<file path="src/rtl/feo_pkg.sv">
package feo_pkg;
  localparam int ADDR_W   = 24;
  localparam int FLASH_AW = 18;
  localparam int BLK_AW   = 12;
  localparam int SEL_W    = 3;
  localparam int RAM_AW   = 13;
  localparam logic [ADDR_W-1:0] RAM_BASE = 24'hFFE000;
  localparam int FIELD_W  = FLASH_AW - BLK_AW;
  localparam int CTRL_W   = SEL_W + 1;

  typedef struct packed {
    logic             en;
    logic [SEL_W-1:0] sel;
  } ctrl_t;
endpackage

</file>
<file path="src/rtl/feo_ctrl_regs.sv">
module feo_ctrl_regs
  import feo_pkg::*;
(
  input  logic              clk_i,
  input  logic              rst_ni,
  input  logic              ctrl_we_i,
  input  logic [CTRL_W-1:0] ctrl_wdata_i,
  input  logic              pe_we_i,
  input  logic [1:0]        pe_wdata_i,
  output ctrl_t             ctrl_o,
  output logic [1:0]        pe_o
);
  always_ff @(posedge clk_i or negedge rst_ni) begin
    if (!rst_ni) begin
      ctrl_o <= '0;
      pe_o   <= '0;
    end else begin
      if (ctrl_we_i) ctrl_o <= ctrl_t'(ctrl_wdata_i);
      if (pe_we_i)   pe_o   <= pe_wdata_i;
    end
  end

  p_ctrl_hold_r2: assert property (@(posedge clk_i) disable iff (!rst_ni)
    !ctrl_we_i |=> $stable(ctrl_o));
  p_pe_accept_r8: assert property (@(posedge clk_i) disable iff (!rst_ni)
    pe_we_i |=> pe_o == $past(pe_wdata_i));
endmodule

</file>
<file path="src/rtl/feo_addr_map.sv">
module feo_addr_map
  import feo_pkg::*;
(
  input  logic                clk_i,
  input  logic                rst_ni,
  input  ctrl_t               ctrl_i,
  input  logic                req_i,
  input  logic [ADDR_W-1:0]   addr_i,
  output logic                flash_cs_o,
  output logic [FLASH_AW-1:0] flash_addr_o,
  output logic                ram_cs_o,
  output logic [RAM_AW-1:0]   ram_addr_o
);
  logic in_flash, in_ram, hit;

  assign in_flash = (addr_i[ADDR_W-1:FLASH_AW] == '0);
  assign in_ram   = (addr_i[ADDR_W-1:RAM_AW] == RAM_BASE[ADDR_W-1:RAM_AW]);
  // overlay hit: enabled and block index matches the select
  assign hit      = ctrl_i.en && in_flash &&
                    (addr_i[FLASH_AW-1:BLK_AW] == FIELD_W'(ctrl_i.sel));

  always_comb begin
    flash_cs_o   = 1'b0;
    flash_addr_o = '0;
    ram_cs_o     = 1'b0;
    ram_addr_o   = '0;
    if (req_i) begin
      if (hit) begin
        ram_cs_o   = 1'b1;
        ram_addr_o = RAM_AW'(addr_i[BLK_AW-1:0]);
      end else if (in_flash) begin
        flash_cs_o   = 1'b1;
        flash_addr_o = addr_i[FLASH_AW-1:0];
      end else if (in_ram) begin
        ram_cs_o   = 1'b1;
        ram_addr_o = addr_i[RAM_AW-1:0];
      end
    end
  end

  p_cs_excl_r11: assert property (@(posedge clk_i) disable iff (!rst_ni)
    $onehot0({flash_cs_o, ram_cs_o}));
  p_idle_r11: assert property (@(posedge clk_i) disable iff (!rst_ni)
    !req_i |-> !flash_cs_o && !ram_cs_o);
  p_no_flash_when_off_r10: assert property (@(posedge clk_i) disable iff (!rst_ni)
    (req_i && !ctrl_i.en && in_flash) |-> flash_cs_o && !ram_cs_o);
endmodule

</file>
<file path="src/rtl/feo_pe_gate.sv">
module feo_pe_gate
  import feo_pkg::*;
(
  input  logic       clk_i,
  input  logic       rst_ni,
  input  ctrl_t      ctrl_i,
  input  logic [1:0] pe_i,
  output logic [1:0] mode_en_o
);
  for (genvar m = 0; m < 2; m++) begin : g_mode
    assign mode_en_o[m] = pe_i[m] & ~ctrl_i.en;
  end

  p_blocked_r9: assert property (@(posedge clk_i) disable iff (!rst_ni)
    ctrl_i.en |-> mode_en_o == 2'b00);
endmodule

</file>
<file path="src/rtl/flash_emu_overlay.sv">
module flash_emu_overlay
  import feo_pkg::*;
(
  input  logic                clk_i,
  input  logic                rst_ni,
  input  logic                ctrl_we_i,
  input  logic [CTRL_W-1:0]   ctrl_wdata_i,
  input  logic                pe_we_i,
  input  logic [1:0]          pe_wdata_i,
  input  logic                cpu_req_i,
  input  logic [ADDR_W-1:0]   cpu_addr_i,
  output logic [CTRL_W-1:0]   ctrl_q_o,
  output logic [1:0]          pe_q_o,
  output logic                flash_cs_o,
  output logic [FLASH_AW-1:0] flash_addr_o,
  output logic                ram_cs_o,
  output logic [RAM_AW-1:0]   ram_addr_o,
  output logic                prog_en_o,
  output logic                erase_en_o
);
  ctrl_t      ctrl;
  logic [1:0] pe, mode_en;

  feo_ctrl_regs u_regs (
    .clk_i, .rst_ni, .ctrl_we_i, .ctrl_wdata_i, .pe_we_i, .pe_wdata_i,
    .ctrl_o(ctrl), .pe_o(pe)
  );

  feo_addr_map u_map (
    .clk_i, .rst_ni, .ctrl_i(ctrl), .req_i(cpu_req_i), .addr_i(cpu_addr_i),
    .flash_cs_o, .flash_addr_o, .ram_cs_o, .ram_addr_o
  );

  feo_pe_gate u_gate (
    .clk_i, .rst_ni, .ctrl_i(ctrl), .pe_i(pe), .mode_en_o(mode_en)
  );

  assign ctrl_q_o   = ctrl;
  assign pe_q_o     = pe;
  assign prog_en_o  = mode_en[0];
  assign erase_en_o = mode_en[1];

  p_redirect_r5: assert property (@(posedge clk_i) disable iff (!rst_ni)
    (cpu_req_i && ctrl_q_o[CTRL_W-1] && cpu_addr_i[ADDR_W-1:BLK_AW] == {9'd0, ctrl_q_o[SEL_W-1:0]})
      |-> ram_cs_o && !flash_cs_o && ram_addr_o[RAM_AW-1] == 1'b0);
  p_follow_r9: assert property (@(posedge clk_i) disable iff (!rst_ni)
    !ctrl_q_o[CTRL_W-1] |-> {erase_en_o, prog_en_o} == pe_q_o);
endmodule

</file>
<file path="config.mk">
export PLATFORM = sky130hd
export DESIGN_NAME = flash_emu_overlay
export DESIGN_NICKNAME = d
export VERILOG_FILES = /design/src/rtl/feo_pkg.sv /design/src/rtl/feo_ctrl_regs.sv /design/src/rtl/feo_addr_map.sv /design/src/rtl/feo_pe_gate.sv /design/src/rtl/flash_emu_overlay.sv
export SDC_FILE = /design/constraint.sdc
export NUM_CORES = 1
export LEC_CHECK = 0
export BUFFER_PORTS_ARGS = -buffer_cell sky130_fd_sc_hd__buf_2
export CAP_MARGIN = 20
export CELL_PAD_IN_SITES_DETAIL_PLACEMENT = 1
export CELL_PAD_IN_SITES_GLOBAL_PLACEMENT = 1
export CORE_MARGIN = 10
export CORE_UTILIZATION = 20
export CTS_BUF_LIST = sky130_fd_sc_hd__clkbuf_8
export DETAILED_ROUTE_END_ITERATION = 8
export PLACE_DENSITY_LB_ADDON = 0.1
export SLEW_MARGIN = 25
export SYNTH_ARGS = -nofsm -noshare
export SYNTH_HDL_FRONTEND = slang
export SYNTH_SLANG_ARGS = --single-unit
</file>
<file path="constraint.sdc">
create_clock -name clk_i -period 1.8 [get_ports clk_i]
set_input_delay 0 -clock clk_i [delete_from_list [all_inputs] [get_ports clk_i]]
set_output_delay 0 -clock clk_i [all_outputs]
set_load 0.05 [all_outputs]
</file>
* After elaboration in Yosys (flattened, before gate mapping)
Cells that the tools add are included.
** Storage, ports and cells
- Bits in registers :: 6
- Bits of input ports :: 35
- Output and inout bits :: 41
- Word-level logic and storage cells :: 25
** Operators by class
- Bitwise gates (word level) :: 3
- Multiplexer cells :: 14
- Reductions and logical operators :: 3
- Equal/unequal tests :: 2
** Operators by type and width (count)
- 2-to-1 mux 18 bit :: 3
- 2-to-1 mux 13 bit :: 4
- == test 11 bit (second input constant) :: 1
- 2-to-1 mux 1 bit :: 7
- == test 6 x 3 -> 1 bit :: 1
- logical NOT 6 bit :: 1
- bitwise AND 1 bit :: 2
- logical AND 1 bit :: 2
- inverter 1 bit :: 1

* Logic depth before layout (Yosys ltp)
Gate-level depths: netlist of the first run.
- Depth after elaboration :: 5
- Depth in mapped cells :: 5
- Gate-level depth less buffers :: 4

* Hierarchy
From an unflattened synthesis of the first run, not the netlist that was laid out.
** Unflattened totals
- Cells, all modules :: 62
- Area total of the unflattened synthesis :: 538.0 µm²
** By module, submodules not included
- feo_addr_map :: times used 1, cells an instance 48, seq. area each 0.0 µm², area an instance 307.8 µm²
- feo_ctrl_regs :: times used 1, cells an instance 12, seq. area each 150.1 µm², area an instance 217.7 µm²
- feo_pe_gate :: times used 1, cells an instance 2, seq. area each 0.0 µm², area an instance 12.5 µm²

* Worst setup path after synthesis of the first run
OpenSTA, ideal clock, no wires.
- Kind :: reg-to-output
- Start point :: reg u_regs.ctrl_o[3] in the netlist's numbering
- End point :: out ram_addr_o[0]
- Data required time :: 1.800 ns
- Arrival time :: 2.340 ns
- Stages on the path, launching flop included :: 5
- Setup slack :: -0.540 ns
- Path through :: dfrtp_1 > or4b_4 > nor4_4 > a31oi_1 > nor2b_1
** On the way
- Word-level cells in the longest chain between the ends :: 4
** RTL lines
- start, declared :: line feo_ctrl_regs.sv:10 : output ctrl_t ctrl_o,
- start signal, assigned :: line feo_ctrl_regs.sv:18 : if (ctrl_we_i) ctrl_o <= ctrl_t'(ctrl_wdata_i);
- logical AND 1 bit (2 in series) :: line feo_addr_map.sv:19 : assign hit = ctrl_i.en && in_flash &&
- 2-to-1 mux 13 bit :: line feo_addr_map.sv:28 : if (hit) begin
- 2-to-1 mux 13 bit :: line feo_addr_map.sv:27 : if (req_i) begin
- end, declared :: line flash_emu_overlay.sv:17 : output logic [RAM_AW-1:0] ram_addr_o,
No other way between the ends.

* Worst setup path after layout of the first run
- Start point :: reg u_regs.ctrl_o[3] in the netlist's numbering
- End point :: out ram_addr_o[4]
The elaborated chain is that of the path after synthesis.

==> flow_metrics.env, run 1 <==
export IMPL_outcome="finished with violations"
export IMPL_violations="setup timing"
export IMPL_period_share_pct=107.7
export IMPL_wl_per_cell_um=17.52
export IMPL_cts_tree="built"
export IMPL_r2r_slack_ns=0.91
export IMPL_path_cells="or4b_4, nor4_4, buf_4, a31oi_4, buf_12, nor2b_4, buf_8"
export IMPL_dieArea_um2=5424
export IMPL_fmax_mhz=516.0
export IMPL_crit_slowest_cell="or4b_4"
export IMPL_pwr_share_comb_pct=37.6
export IMPL_ir_drop_mv=0.4656
export IMPL_ys_warn_count=0
export IMPL_n_fill_cell=293
export IMPL_die_height_um=73.65
export IMPL_diodes=0
export IMPL_synthDistinctLibCells=17
export IMPL_worstPathArrival_ns=1.94
export IMPL_num_vias=857
export IMPL_drive_gt1_share_pct=86.08
export IMPL_routed_via_density=4.534
export IMPL_relSlewSlack_pct=72.97
export IMPL_crit_required_ns=1.80
export IMPL_grt_usage_pct=11.01
export IMPL_start_kind="flop"
export IMPL_path_max_fanout=7
export IMPL_final_util_pct=59.71
export IMPL_p_sw_uw=207.1
export IMPL_intPower_uw=391.8
export IMPL_ys_seq_elements=6
export IMPL_layout_area_seq_um2=151.4
export IMPL_overflow=0
export IMPL_cts_root_buf="clkbuf_8"
export IMPL_dp_hpwl_um=2442
export IMPL_cts_buffer_depth=2
export IMPL_io_pin_count=76
export IMPL_p_leak_uw=0.0008104
export IMPL_setup_violations=32
export IMPL_grt_pass1_vias=941
export IMPL_routed_wl_um=3311
export IMPL_port_buffers=75
export IMPL_dr_pass1_iters=4
export IMPL_seqPwrFrac_pct=26.4
export IMPL_htree_levels=1
export IMPL_rsz0062_at_grt="true"
export IMPL_slew_viol_final=0
export IMPL_drt_iter0_markers=19
export IMPL_wl_met1_um=1095
export IMPL_critPathMaxStageDelay_ns=0.47
export IMPL_grt_max_degree=10
export IMPL_whs_ns=0.004474
export IMPL_pwr_density_cell_nw_per_um2=363.7
export IMPL_fp_dieW_um=73.65
export IMPL_drc=0
export IMPL_path_delay_family="simple AND/OR/NAND/NOR gates"
export IMPL_synth_nets=97
export IMPL_clkPwrFrac_pct=36.0
export IMPL_drv_cap=0
export IMPL_clock_skew_ns=0
export IMPL_swShare_pct=34.59
export IMPL_initial_utilization_pct=20.87
export IMPL_netlist_area_um2=575.6
export IMPL_clk_latency_ns=0.23
export IMPL_cts_buffers=3
export IMPL_hold_class="primary input to flop"
export IMPL_synth_cells=62
export IMPL_clkSinkCount=6
export IMPL_tightest_slew_ns=0.4024
export IMPL_syn_avg_cell_area_um2=9.283
export IMPL_setup_ws_ns=-0.1380
export IMPL_ant_nets=0
export IMPL_top_layer="met4"
export IMPL_met3WireLength_um=323
export IMPL_area_growth_pct=186.1
export IMPL_multiInputGateArea_um2=578.1
export IMPL_globalplace_congestion=0.6607
export IMPL_critPathCaptureType="output port"
export IMPL_core_um2=2758
export IMPL_crit_type="flop to output port"
export IMPL_fin_nets=194
export IMPL_rows=19
export IMPL_met2WireLength_um=1850
export IMPL_ys_seq_area_share_pct=26.09
export IMPL_fin_crit_ns=1.938
export IMPL_hold_violations=0
export IMPL_fin_tns_setup_ns=-2.493
export IMPL_antenna_found_initial=0
export IMPL_critPathBufInv=3
export IMPL_grt_pass1_wl_um=4671
export IMPL_clk_pin_slew_ns=0.04
==> timing repair <==
action / 4_1_cts / 5_1_grt
cloned: 3 / 1
resized for setup: 65 / 51
endpoints found under the setup margin: 32 / 32
buffers inserted: 1 / 2
hold buffers: 3 / 0
hold endpoints to repair: 8 / 0
pin swaps: 13 / 12
==> state kept, by name, summed over array words and instances, names as in the netlist <==
register / flops
u_regs.pe_o: 2
u_regs.ctrl_o: 4
==> power groups by stage <==
stage | combinational (µW) | clock, µW | sequential [µW]
floorplan | 68.6 | 0 | 210
finish | 225 | 215 | 158
CTS | 222 | 224 | 159
detailed placement | 210 | 0 | 160
global placement | 209 | 0 | 160
global route | 241 | 228 | 161
==> cell usage in the layout, fill, tap and decap left out, drive strengths merged, types with 3 or more instances in the layout <==
cell / n
and2: 19
buf: 88
clkbuf: 3
dfrtp: 6
dlygate4sd3: 3
mux2: 6
nand4: 3
nor2: 4
nor2b: 14
xor2: 3
==> synthesized netlist by cell type <==
cell	instances	area [µm²]
xor2_1	3	26.28
nor3_1	2	10.01
and2_1	19	118.9
dfrtp_1	6	150.1
nand2_1	1	3.750
buf_2	1	5.000
nor2b_1	5	31.28
buf_4	1	7.510
nor2b_2	9	78.83
nor4_4	1	21.27
or4b_4	1	13.76
nor2_1	1	3.750
mux2_2	6	67.56
inv_2	1	3.750
nand4_1	3	18.77
a31oi_1	1	6.260
nor4b_1	1	8.760
==> cell families after synthesis <==
group	after synthesis	share of synthesized area (%)
XOR/XNOR	3	4.566
multiplexers	6	11.74
flip-flops	6	26.09
AND/OR/NAND/NOR	43	53.69
buffers and inverters	3	2.825
AO/OA/AOI/OAI	1	1.088
==> worst paths after layout <==
kind                                   from                to  cells past startpoint
setup / recovery           u_regs.ctrl_o[3]     ram_addr_o[4]                      7
hold / removal                pe_wdata_i[0]    u_regs.pe_o[0]                      2
setup reg to reg           u_regs.ctrl_o[3]  u_regs.ctrl_o[3]                      2
hold reg to reg              u_regs.pe_o[1]    u_regs.pe_o[1]                      1
max in group asynchronous            rst_ni  u_regs.ctrl_o[3]                      2
min in group asynchronous            rst_ni    u_regs.pe_o[1]                      2
==> through the flow <==
step                instances  setup WS [ns]  power (µW)  instance area (µm²)
finish                    189        -0.1380       598.9                 1647
global route              189        -0.2317       629.8                 1647
CTS                       186        -0.2085       605.1                 1488
floorplan                  62        -0.1053       278.7                681.9
global placement          175        -0.2103       368.5                 1149
detailed placement        175        -0.2954       370.9                 1149
==> cell type report <==
class	count	share of cell area, %
Clock buffer	3	2.508
Clock inverter	1	0.2280
Inverter	1	0.2280
Multi-Input combinational cell	56	35.11
Sequential cell	6	9.195
Tap cell	31	2.356
Timing Repair Buffer	91	50.38
==> metal layers <==
layer / global-route usage (%) / vias up
met5: 0 / -
met4: 4.348 / 0
met3: 4.845 / 3
met2: 21.12 / 47
met1: 9.623 / 399
li1: - / 408
(Power assumes the default switching activity.)
==> run 2, diff against run 1 <==
--- a/config.mk
+++ b/config.mk
@@ -13,6 +13,7 @@
 export CORE_UTILIZATION = 20
 export CTS_BUF_LIST = sky130_fd_sc_hd__clkbuf_8
 export DETAILED_ROUTE_END_ITERATION = 8
+export GPL_TIMING_DRIVEN = 0
 export PLACE_DENSITY_LB_ADDON = 0.1
 export SLEW_MARGIN = 25
 export SYNTH_ARGS = -nofsm -noshare
==> flow_metrics.env, run 2 (synthesis results as in run 1) <==
export IMPL_grt_busiest_layer="met2"
export IMPL_critPathCaptureType="output port"
export IMPL_r2r_end="u_regs.ctrl_o[3]"
export IMPL_wl_per_cell_um=17.91
export IMPL_drc=0
export IMPL_io_pin_count=76
export IMPL_overflow=0
export IMPL_cts_buffers=3
export IMPL_fin_tns_setup_ns=-4.061
export IMPL_initial_utilization_pct=20.87
export IMPL_gr_usage_met1_pct=9.077
export IMPL_critPathBufInv=3
export IMPL_n_fill_cell=302
export IMPL_cts_root_buf="clkbuf_8"
export IMPL_dieArea_um2=5424
export IMPL_mostFrequentLayoutCell="buf_2"
export IMPL_dp_hpwl_um=2527
export IMPL_hold_class="primary input to flop"
export IMPL_routed_via_density=4.484
export IMPL_path_max_fanout=6
export IMPL_crit_slowest_cell="or4b_4"
export IMPL_finalPower_uw=592.2
export IMPL_dr_pass1_iters=2
export IMPL_routed_wl_um=3331
export IMPL_crit_type="flop to output port"
export IMPL_fin_crit_ns=1.971
export IMPL_cts_buffer_depth=2
export IMPL_final_cell_mix="buf_2, buf_8, buf_6, and2_4, nor2b_4"
export IMPL_outcome="finished with violations"
export IMPL_largest_register_ffs=4
export IMPL_pwr_density_cell_nw_per_um2=364.9
export IMPL_layout_area_seq_um2=151.4
export IMPL_grt_util_met3_pct=4.307
export IMPL_rows=19
export IMPL_start_kind="flop"
export IMPL_slew_viol_final=0
export IMPL_period_share_pct=109.5
export IMPL_rsz0062_at_grt="true"
export IMPL_fp_dieW_um=73.65
export IMPL_path_cells="or4b_4, nor4_4, buf_4, nor2_4, buf_6, and2_4, buf_8"
export IMPL_worstPathArrival_ns=1.97
export IMPL_globalplace_congestion=0.6788
export IMPL_area_growth_pct=182.0
export IMPL_violations="setup timing"
export IMPL_p_leak_uw=0.0008008
export IMPL_ant_nets=0
export IMPL_htree_levels=1
export IMPL_whs_ns=0.01339
export IMPL_tightest_slew_ns=0.6208
export IMPL_drive_gt1_share_pct=85.16
export IMPL_diodes=0
export IMPL_top_regs="u_regs.ctrl_o (4), u_regs.pe_o (2)"
export IMPL_grt_pass1_wl_um=4643
export IMPL_fin_nets=191
export IMPL_num_vias=834
export IMPL_clock_skew_ns=0
export IMPL_grt_pass1_vias=965
export IMPL_die_height_um=73.65
export IMPL_relSlewSlack_pct=58.03
export IMPL_fin_area_um2=1623
export IMPL_setup_ws_ns=-0.1711
export IMPL_cts_tree="built"
export IMPL_grt_max_degree=7
export IMPL_fmax_mhz=507.3
export IMPL_regMostFlops="u_regs.ctrl_o"
export IMPL_clk_latency_ns=0.23
export IMPL_drt_iter0_markers=10
export IMPL_r2r_start="u_regs.ctrl_o[3]"
export IMPL_drv_cap=0
export IMPL_setup_violations=32
export IMPL_final_util_pct=58.85
export IMPL_r2r_slack_ns=0.79
export IMPL_hold_path_cell_count=2
export IMPL_hold_path_end="u_regs.pe_o[0]"
export IMPL_port_buffers=75
export IMPL_clk_pin_slew_ns=0.04
export IMPL_worstHoldStart="pe_wdata_i[0]"
export IMPL_path_delay_family="simple AND/OR/NAND/NOR gates"
export IMPL_hold_violations=0
export IMPL_dpl_cell_area_um2=1096
export IMPL_crit_required_ns=1.80
export IMPL_grt_usage_pct=11.14
export IMPL_reg2reg_depth=3
export IMPL_gr_usage_met2_pct=22.35
export IMPL_ir_drop_mv=0.4108
export IMPL_core_um2=2758
export IMPL_multiInputGateArea_um2=555.5
export IMPL_clkSinkCount=6
export IMPL_critPathMaxStageDelay_ns=0.47
export IMPL_antenna_found_initial=0
==> run 2: cell count changes in the layout (fill, tap and decap cells not counted), moves of 2 or more <==
cell,before,now
buf_6,11,18
buf_4,9,3
buf_8,23,20
nor2_4,4,2
==> run 2: layer usage <==
metal	routed length [µm]	vias to the layer above
li1	-	392
met1	976	392
met2	1986	45
met3	316	5
met4	51	0
met5	0	-
==> run 2: final cells by class <==
class	count	area share (%)
inverters	1	0.3855
clock inverters	1	0.2313
clock buffers	3	2.544
flip-flops and latches	6	9.329
well taps	31	2.390
multi-input cells	54	34.23
plain buffers	2	1.928
repair buffers	88	48.96
==> run 2: worst max path at each step <==
stage | cells past startpoint | slack, ns | startpoint | to
floorplan | 5 | -0.11 | u_regs.ctrl_o[3] | ram_addr_o[10]
global placement | 7 | -0.10 | cpu_addr_i[22] | flash_addr_o[15]
detailed placement | 7 | -0.15 | cpu_addr_i[22] | flash_addr_o[15]
CTS | 6 | -0.24 | u_regs.ctrl_o[3] | ram_addr_o[8]
global route | 7 | -0.23 | u_regs.ctrl_o[3] | flash_addr_o[9]
finish | 7 | -0.17 | u_regs.ctrl_o[3] | flash_addr_o[9]
==> run 2: repair_timing <==
| action | 4_1_cts | 5_1_grt |
|---|---|---|
| resized for setup | 85 | 24 |
| hold buffers | 4 | 0 |
| setup endpoints to repair | 32 | 32 |
| pin swaps | 8 | 15 |
| setup buffers | 3 | 4 |
| cloned | 3 | 0 |
| endpoints found under the hold margin | 9 | 0 |
==> run 2: stage by stage <==
stage / std cells / setup WS, ns
3_5_place_dp: 168 / -0.1455
6_report: 186 / -0.1711
3_3_place_gp: 168 / -0.1036
2_1_floorplan: 62 / -0.1053
4_1_cts: 182 / -0.2441
5_1_grt: 186 / -0.2341
==> run 2: where the power goes <==
group | switching (µW) | internal, µW | total (µW)
registers | 11.0 | 150 | 161
clock network | 69.1 | 147 | 216
logic | 127 | 88.4 | 215
total | 207 | 385 | 592
